==> src/rtl/mblk_read_ctrl.sv <==
module mblk_read_ctrl #(
  parameter int ADDR_W    = 24,
  parameter int MEM_BYTES = 65536,
  parameter int MAX_BLEN  = 512,
  parameter int CNT_W     = 16
) (
  input  logic              clk,
  input  logic              rst_n,
  input  logic              part_en,
  input  logic              misalign_en,
  input  logic              cmd_valid,
  input  logic [5:0]        cmd_idx,
  input  logic [31:0]       cmd_arg,
  output logic              resp_valid,
  output logic [3:0]        resp_status,
  output logic              card_in_data,
  output logic              mem_rd_en,
  output logic [ADDR_W-1:0] mem_addr,
  input  logic [7:0]        mem_rd_data,
  input  logic              mem_err,
  output logic              dout_valid,
  output logic [7:0]        dout_byte,
  output logic              dout_crc
);
  localparam int LEN_W = $clog2(MAX_BLEN + 1);
  localparam int OFS_W = $clog2(MAX_BLEN);
  localparam logic [5:0] C_STOP = 6'd12, C_BLEN = 6'd16, C_READ = 6'd18, C_BCNT = 6'd23;

  typedef enum logic [1:0] {XFER, SEND, HALT} st_t;
  typedef enum logic [1:0] {PH_DATA, PH_DRAIN, PH_CRCH, PH_CRCL} ph_t;

  st_t st;
  ph_t ph;
  logic [LEN_W-1:0]  blen, bcnt;
  logic [ADDR_W-1:0] addr;
  logic [CNT_W-1:0]  preset, left;
  logic              open_end, rd_pend;
  logic [15:0]       crc;
  logic [2:0]        sticky;

  function automatic logic [15:0] crc_step(input logic [15:0] c, input logic [7:0] d);
    logic [15:0] r;
    r = c;
    for (int i = 7; i >= 0; i--)
      r = {r[14:0], 1'b0} ^ ((r[15] ^ d[i]) ? 16'h1021 : 16'h0000);
    return r;
  endfunction

  wire is_stop   = cmd_valid && cmd_idx == C_STOP;
  wire blk_start = st == SEND && ph == PH_DATA && bcnt == '0;
  wire [ADDR_W:0] end_addr = {1'b0, addr} + (ADDR_W+1)'(blen);
  wire oor       = end_addr > (ADDR_W+1)'(MEM_BYTES);
  wire [OFS_W:0] ofs_end = {1'b0, addr[OFS_W-1:0]} + (OFS_W+1)'(blen);
  wire misal     = part_en && !misalign_en && ofs_end > (OFS_W+1)'(MAX_BLEN);
  wire bad_start = blk_start && (oor || misal);
  wire rd_fail   = st == SEND && rd_pend && mem_err;
  wire len_ok    = cmd_arg >= 32'd1 && cmd_arg <= 32'(MAX_BLEN) &&
                   (part_en || cmd_arg == 32'(MAX_BLEN));
  wire xfer_ok   = (cmd_idx == C_BLEN && len_ok) || cmd_idx == C_BCNT || cmd_idx == C_READ;
  wire illegal   = cmd_valid && (st == XFER ? !xfer_ok : cmd_idx != C_STOP);
  wire [2:0] new_err = {rd_fail, bad_start && misal, bad_start && oor};
  wire report    = is_stop && st != XFER;
  wire crc_ph    = st == SEND && (ph == PH_CRCH || ph == PH_CRCL);

  assign card_in_data = st != XFER;
  assign mem_rd_en    = st == SEND && ph == PH_DATA && !bad_start && !rd_fail;
  assign mem_addr     = addr + ADDR_W'(bcnt);
  assign dout_valid   = (rd_pend && !mem_err) || crc_ph;
  assign dout_crc     = !rd_pend && crc_ph;
  assign dout_byte    = rd_pend ? mem_rd_data : (ph == PH_CRCH ? crc[15:8] : crc[7:0]);

  always_ff @(posedge clk or negedge rst_n) begin
    if (!rst_n) begin
      st <= XFER; ph <= PH_DATA; blen <= LEN_W'(MAX_BLEN); bcnt <= '0;
      addr <= '0; preset <= '0; left <= '0; open_end <= 1'b0; rd_pend <= 1'b0;
      crc <= '0; sticky <= '0; resp_valid <= 1'b0; resp_status <= '0;
    end else begin
      resp_valid  <= cmd_valid;
      resp_status <= cmd_valid ? {illegal, report ? (sticky | new_err) : 3'b000} : 4'b0;
      sticky      <= report ? 3'b000 : (sticky | new_err);
      rd_pend     <= mem_rd_en;
      if (rd_pend && !mem_err) crc <= crc_step(crc, mem_rd_data);
      case (st)
        XFER: if (cmd_valid) begin
          if (cmd_idx == C_BLEN && len_ok) blen <= LEN_W'(cmd_arg);
          if (cmd_idx == C_BCNT) preset <= cmd_arg[CNT_W-1:0];
          if (cmd_idx == C_READ) begin
            st <= SEND; ph <= PH_DATA; bcnt <= '0; addr <= cmd_arg[ADDR_W-1:0];
            left <= preset; open_end <= preset == '0; preset <= '0; crc <= '0;
          end
        end
        SEND:
          if (is_stop) begin
            st <= XFER; rd_pend <= 1'b0;
          end else if (rd_fail || bad_start) begin
            st <= HALT; rd_pend <= 1'b0;
          end else begin
            case (ph)
              PH_DATA:
                if (bcnt == blen - 1'b1) begin ph <= PH_DRAIN; bcnt <= '0; end
                else bcnt <= bcnt + 1'b1;
              PH_DRAIN: ph <= PH_CRCH;
              PH_CRCH:  ph <= PH_CRCL;
              default: begin
                crc <= '0;
                ph  <= PH_DATA;
                if (!open_end && left == CNT_W'(1)) st <= XFER;
                else begin
                  left <= left - 1'b1;
                  addr <= addr + ADDR_W'(blen);
                end
              end
            endcase
          end
        default: if (is_stop) st <= XFER;
      endcase
    end
  end

  assert_halt_only_stop_R11: assert property (@(posedge clk) disable iff (!rst_n)
    (st == HALT && !is_stop) |=> st == HALT);
  assert_read_yields_byte_R3: assert property (@(posedge clk) disable iff (!rst_n)
    (mem_rd_en && !is_stop) |=> (dout_valid || mem_err));
  assert_resp_follows_cmd_R12: assert property (@(posedge clk) disable iff (!rst_n)
    resp_valid |-> $past(cmd_valid));
  assert_fault_halts_R8: assert property (@(posedge clk) disable iff (!rst_n)
    (rd_fail && !is_stop) |=> (st == HALT && sticky[2]));
  assert_range_halts_R9: assert property (@(posedge clk) disable iff (!rst_n)
    (blk_start && oor && !is_stop) |=> (st == HALT && sticky[0]));
  assert_misalign_halts_R10: assert property (@(posedge clk) disable iff (!rst_n)
    (blk_start && misal && !is_stop) |=> (st == HALT && sticky[1]));
endmodule

==> config.mk <==
export PLATFORM = sky130hd
export DESIGN_NAME = mblk_read_ctrl
export DESIGN_NICKNAME = d
export VERILOG_FILES = /design/src/rtl/mblk_read_ctrl.sv
export SDC_FILE = /design/constraint.sdc
export NUM_CORES = 1
export LEC_CHECK = 0
export BUFFER_PORTS_ARGS = -buffer_cell sky130_fd_sc_hd__buf_2
export CORE_ASPECT_RATIO = 2
export CORE_MARGIN = 2
export CORE_UTILIZATION = 30
export CTS_CLUSTER_DIAMETER = 100
export DETAILED_ROUTE_END_ITERATION = 10
export SLEW_MARGIN = 15
export SYNTH_ARGS = -nofsm -noshare
export SYNTH_HDL_FRONTEND = slang
export SYNTH_SLANG_ARGS = --single-unit
==> constraint.sdc <==
create_clock -name clk -period 4.4 [get_ports clk]
set_input_delay 0.22 -clock clk [delete_from_list [all_inputs] [get_ports clk]]
set_output_delay 0.22 -clock clk [all_outputs]
set_load 0.02 [all_outputs]
# Yosys cells after proc, flatten, opt, wreduce, memory -nomap -nowiden
# Cells that the tools add are included.
# op_classes
addsub	7
magnitude_cmp	4
n_eq_ne	22
mux	62
n_bitwise	17
reduce_logical	51
# ops
cell	n
2-to-1 mux 16 bit	14
2-to-1 mux 24 bit	6
bitwise XOR 16 x 13 -> 16 bit	8
2-to-1 mux 13 bit	8
case mux 16 bit (2 select lines)	2
2-to-1 mux 10 bit	6
adder 24 x 10 -> 24 bit	2
case mux 24 bit (2 select lines)	1
== test 32 x 10 -> 1 bit (second input constant)	1
>= comparator 32 x 1 -> 1 bit (second input constant)	1
<= comparator 32 x 10 -> 1 bit (second input constant)	1
adder 24 x 10 -> 25 bit	1
> comparator 25 x 17 -> 1 bit (second input constant)	1
2-to-1 mux 2 bit	12
logical AND 1 bit	21
case mux 10 bit (2 select lines)	1
== test 6 x 5 -> 1 bit (second input constant)	3
== test 16 x 1 -> 1 bit (second input constant)	1
logical NOT 16 bit	1
2-to-1 mux 8 bit	2
subtractor 16 x 1 -> 16 bit (second input constant)	1
inequality test 2 bit (second input constant)	6
AND reduction 6 bit	2
adder 10 x 1 -> 10 bit (second input constant)	1
29 further kinds	60
# word_totals
register_bits	106
input_bits	52
out_inout_bits	41
word_cells	176

# Depth between registers and ports, before layout
# depth
ltp_word	29
depth_mapped	14
mapped_depth_nobuf	13

# Worst setup path before layout
# No wires, ideal clock.
# synth_timing
path_kind	register -> register
from	register blen[0]
to	register rd_pend
setup_ps	68
arrival_ps	3648
t_required_ps	4332
setup_slack_ps	684
stages_incl_launch_ff	14
n_path_buf	1
synth_period_minus_slack_ps	3716
path_cell_list	dfrtp_1 ha_1 fa_1 a21o_1 a2111oi_0 o21bai_1 xnor2_1 nand4_1 a2111o_1 o31ai_1 a31oi_1 clkbuf_1 nor3_1 and2_1
# synth_between
elab_chain_len	11
elab_cells_between_ends	14
cone_classes	add/sub (2); order compare (2); mux (3); reduce/logical (7)
# synth_rtl
item	line_no	text
from (decl)	34	logic [LEN_W-1:0] blen, bcnt;
from (signal assigned)	85	if (cmd_idx == C_BLEN && len_ok) blen <= LEN_W'(cmd_arg);
parallel branches: the longest is 3 deep, another holds adder 24 x 10 -> 25 bit	--	
logical OR 1 bit (*)	55	wire bad_start = blk_start && (oor || misal);
logical AND 1 bit (*)	55	
logical NOT 1 bit (*)	66	assign mem_rd_en = st == SEND && ph == PH_DATA && !bad_start && !rd_fail;
logical AND 1 bit (*) (2 in series)	66	
net mem_rd_en	17	output logic mem_rd_en,
2-to-1 mux 1 bit	95	end else if (rd_fail || bad_start) begin
2-to-1 mux 1 bit	93	if (is_stop) begin
2-to-1 mux 1 bit (*)	83	case (st)
to (signal assigned)	81	rd_pend <= mem_rd_en;
to (decl)	37	logic open_end, rd_pend;
# Mark *: on every way through the listed nets, which the timed path passes.
# A chain may end at the register's enable or synchronous reset.

# Worst setup path in the final report
# layout_timing
from	register blen[2]
to	output mem_rd_en
# layout_between
elab_chain_len	8
elab_cells_between_ends	10
cone_classes	add/sub (2); order compare (2); reduce/logical (6)
# layout_rtl
item	line_no
parallel branches: the longest is 3 deep, another holds adder 24 x 10 -> 25 bit	--
logical OR 1 bit (*)	55
logical AND 1 bit (*)	55
logical NOT 1 bit (*)	66
logical AND 1 bit (*) (2 in series)	66
to (decl)	17
# Mark *: on every way between the ends.

==> flow_metrics.env <==
export IMPL_synth_fa_ha_area_share_pct=5.39
export IMPL_synth_simple_gate_area_share_pct=23.8
export IMPL_combPwrFrac_pct=46.9
export IMPL_cellLeakagePower_uw=0.00390
export IMPL_rr_startpoint="blen[2]"
export IMPL_start_kind="register"
export IMPL_floorplan_io_pins=93
export IMPL_die_x_um=116
export IMPL_drv_max_cap_violation_count=0
export IMPL_share_seq_of_total_power_pct=35.3
export IMPL_synthDominantAreaCellType="sky130_fd_sc_hd__dfrtp_1"
export IMPL_final_cells=1321
export IMPL_max_clock_freq_mhz=240
export IMPL_die_h_um=227
export IMPL_final_max_slew_violation_count=0
export IMPL_first_pass_grt_wire_length_um=38400
export IMPL_worst_r2r_cell_count=12
export IMPL_cts_hold_buffers_added=0
export IMPL_dominant_combinational_cell_family_by_area_after_synthesis="simple AND/OR/NAND/NOR gates"
export IMPL_arrival_time_at_the_worst_endpoint_ns=3.95
export IMPL_count_of_placed_standard_cells_including_taps=1304
export IMPL_clock_pin_slew_of_the_registers_on_the_worst_case_setup_and_hold_paths_ns=0.08
export IMPL_htree_num_levels=3
export IMPL_route_vias_total=7090
export IMPL_first_global_vias=7155
export IMPL_clock_skew_final_ns=0.0136
export IMPL_detailedPlace_worstSlack_ns=0.169
export IMPL_clock_tree_root_cell="sky130_fd_sc_hd__clkbuf_16"
export IMPL_failed_checks="hold timing"
export IMPL_post_dp_hpwl_um=18700
export IMPL_setup_slack_of_the_critical_path_after_layout_ns=0.229
export IMPL_switchingPower_uw=2160
export IMPL_worst_slew_pin_transition_ns=1.05
export IMPL_yosys_warnings=0
export IMPL_synthDominantCellAreaShare_pct=35.2
export IMPL_hold_path_class="in -> async"
export IMPL_worst_path_max_fanout=26
export IMPL_routabilityCongestion=0.980
export IMPL_clock_sinks=106
export IMPL_synth_xor_area_share_pct=8.21
export IMPL_syn_nets=994
export IMPL_critical_path_required_ns=4.18
export IMPL_synthToLayoutAreaGrowth_pct=15.9
export IMPL_timing_critical_path_slowest_stage_cell="sky130_fd_sc_hd__dfrtp_1"
export IMPL_avgRoutedWirePerCell_um=18.4
export IMPL_asyncSetResetFlopFracSynth_pct=100
export IMPL_remaining_drc_errors=0
export IMPL_ff_latch_area_um2=2650
export IMPL_final_hold_violation_count=1
export IMPL_worstPathCellList="ha_1 > a21oi_1 > a21boi_0 > or3_1 > a221oi_2 > nand4_1 > a2111o_1 > o31ai_2 > a31oi_4 > buf_6 > nor3_2 > buf_2"
export IMPL_worst_path_buf_inv=2
export IMPL_syn_cell_area_um2=7470
export IMPL_grtUsageTotal_pct=19.0
export IMPL_die_area_um2=26300
export IMPL_numCtsBuffers=9
export IMPL_worstSetupPathType="reg -> out"
export IMPL_synth_area_top_cells="sky130_fd_sc_hd__dfrtp_1 35%, sky130_fd_sc_hd__xnor2_1 5.4%, sky130_fd_sc_hd__nor2_1 4.9%"
export IMPL_tritoncts_clock_tree="done"
export IMPL_timing_rr_end="addr[6]"
export IMPL_critical_path_max_stage_delay_ns=0.46
export IMPL_antennaDiodeCount=0
export IMPL_max_slew_headroom_pct=29.9
export IMPL_cell_count_after_synthesis=911
export IMPL_synthFlopType="sky130_fd_sc_hd__dfrtp_1"
export IMPL_final_layout_size_suffix_gt1_share_pct=16.0
export IMPL_port_buffer_count=92
export IMPL_pwr_density_cell_nw_per_um2=537
export IMPL_synth_sequential_area_ratio_pct=35.5
export IMPL_fin_nets=1067
export IMPL_timing_critical_path_max_delay_family="compound AO/OA/AOI/OAI gates"
export IMPL_post_drt_via_cell_ratio=5.37
export IMPL_grt_antenna_before_repair=0
export IMPL_irDropWorstVdd_mv=0.260
export IMPL_longest_clk_path_bufs=2
export IMPL_layout_filler_cells=2639
export IMPL_finalWirelength_um=24300
export IMPL_synth_area_per_cell_um2=8.20
export IMPL_cp_end_kind="output port"
export IMPL_rrSetupSlack_ns=0.40
export IMPL_layout_min_cycle_time_ns=4.17
export IMPL_grt_max_degree=71
export IMPL_final_design_area_no_fill_um2=8660
export IMPL_synth_compound_area_share_pct=18.6
export IMPL_initial_core_util_pct=30.6
export IMPL_power_share_clock_pct=17.8
export IMPL_setup_violations_final=0
export IMPL_global_route_overflow_total=0
export IMPL_ys_ff_latch=106
export IMPL_totalPowerFinal_uw=4650
export IMPL_switching_power_as_a_share_of_total_power_pct=46.5
export IMPL_count_of_flip_flops_with_a_built_in_enable_after_synthesis=0
export IMPL_postPlaceCellArea_um2=8330
export IMPL_internal_uw=2490
export IMPL_worstSkewPairLatency_ns=0.37
export IMPL_violation_count_after_the_first_detailed_routing_iteration=353
export IMPL_worst_hold_slack_ns=-0.00101
export IMPL_drtAntennaViolNets=0
export IMPL_dr_pass1_iters=4
export IMPL_fin_crit_sh_pct=94.8
export IMPL_synthMuxAreaShare_pct=4.66
export IMPL_std_cell_rows=81
export IMPL_floorplan_core_area_um2=24400
export IMPL_synth_cell_type_count=62
export IMPL_status="finished with violations"
export IMPL_multiInputGateArea_um2=4580
-- logic make-up (layout without fill, tap and decap cells) --
logic type / count (synthesis) / in the layout
AO/OA/AOI/OAI: 223 / 223
XOR/XNOR: 70 / 70
adder cells (fa/ha/maj): 31 / 31
buffers and inverters: 75 / 153
flip-flops: 106 / 106
multiplexers: 33 / 33
AND/OR/NAND/NOR: 373 / 373
-- synth_stat cells, types with 7 or more instances --
library cell / number
sky130_fd_sc_hd__nand2_1: 94
sky130_fd_sc_hd__o22ai_1: 8
sky130_fd_sc_hd__nand4_1: 9
sky130_fd_sc_hd__o21ai_1: 40
sky130_fd_sc_hd__ha_1: 29
sky130_fd_sc_hd__nor4_1: 21
sky130_fd_sc_hd__o21ai_0: 43
sky130_fd_sc_hd__inv_1: 24
sky130_fd_sc_hd__mux2_2: 10
sky130_fd_sc_hd__nand3_1: 55
sky130_fd_sc_hd__o31ai_1: 25
sky130_fd_sc_hd__a2bb2oi_1: 11
sky130_fd_sc_hd__nand2b_1: 13
sky130_fd_sc_hd__and2_1: 7
sky130_fd_sc_hd__nor2_1: 97
sky130_fd_sc_hd__and3_1: 15
sky130_fd_sc_hd__or3_1: 10
sky130_fd_sc_hd__nor3_1: 29
sky130_fd_sc_hd__mux2i_1: 19
sky130_fd_sc_hd__clkbuf_1: 43
sky130_fd_sc_hd__xnor2_1: 46
sky130_fd_sc_hd__xor2_1: 24
sky130_fd_sc_hd__dfrtp_1: 105
sky130_fd_sc_hd__a31oi_1: 7
sky130_fd_sc_hd__a21oi_1: 45
-- power groups by stage --
stage	clock, uW	sequential, uW	combinational (uW)
final	827	1640	2180
after global routing	882	1690	2410
after CTS	846	1640	2180
after detailed placement	0	1660	2160
after global placement	0	1650	2150
after floorplan	0	1430	1690
-- worst max-delay path by stage --
stage	from	endpoint	slack [ns]	depth (start not counted)
5_1_grt	blen[0]	mem_rd_en	-0.007	13
4_1_cts	blen[0]	mem_rd_en	0.04	13
2_1_floorplan	blen[0]	rd_pend	0.68	13
3_3_place_gp	blen[0]	mem_rd_en	0.32	13
6_report	blen[2]	mem_rd_en	0.23	12
3_5_place_dp	blen[0]	addr[6]	0.17	13
-- flip-flops by register name, summed over array words and instances, names as in the netlist --
register	flops
resp_status	4
left	16
ph	2
bcnt	10
rd_pend	1
sticky	3
preset	16
open_end	1
blen	10
addr	24
resp_valid	1
crc	16
st	2
-- repair_timing --
action                     4_1_cts  5_1_grt
setup endpoints to repair        1        1
buffers inserted                 1        0
pin swaps                        1        0
cloned                           0        0
resized for setup                2        6
-- through the flow --
| step | utilization (%) | TNS, ns |
|---|---|---|
| finish | 35.4 | 0 |
| global route | 35.4 | -0.00748 |
| CTS | 35.4 | 0 |
| detailed placement | 34.1 | 0 |
| global placement | 34.1 | 0 |
| floorplan | - | 0 |
-- routing by layer --
| layer | track usage, % | part of all wire, % | vias to the layer above |
|---|---|---|---|
| met2 | 34.6 | 52 | 215 |
| met4 | 10.7 | 5.1 | 0 |
| met5 | 0 | 0 | - |
| met1 | 20.8 | 39 | 3406 |
| met3 | 2.08 | 3.8 | 65 |
| li1 | - | - | 3404 |
-- final cells by class --
type	instances	area share, %
inverter	24	1.04
timing repair buffer	113	7.21
sequential	106	30.7
multi-input combinational	730	52.9
tap	332	4.80
clock buffer	9	2.60
clock inverter	7	0.780
-- cell usage in the layout, fill, tap and decap left out, drive strengths merged, types with 24 or more instances in the layout --
| cell | netlist | routed |
|---|---|---|
| nand2 | 94 | 94 |
| ha | 29 | 29 |
| inv | 24 | 29 |
| xor2 | 24 | 24 |
| o31ai | 26 | 26 |
| nand3 | 55 | 55 |
| xnor2 | 46 | 46 |
| buf | 8 | 113 |
| o21ai | 83 | 83 |
| dfrtp | 105 | 105 |
| a21oi | 45 | 45 |
| nor3 | 29 | 29 |
| nor2 | 97 | 97 |
(Power assumes the default switching activity.)
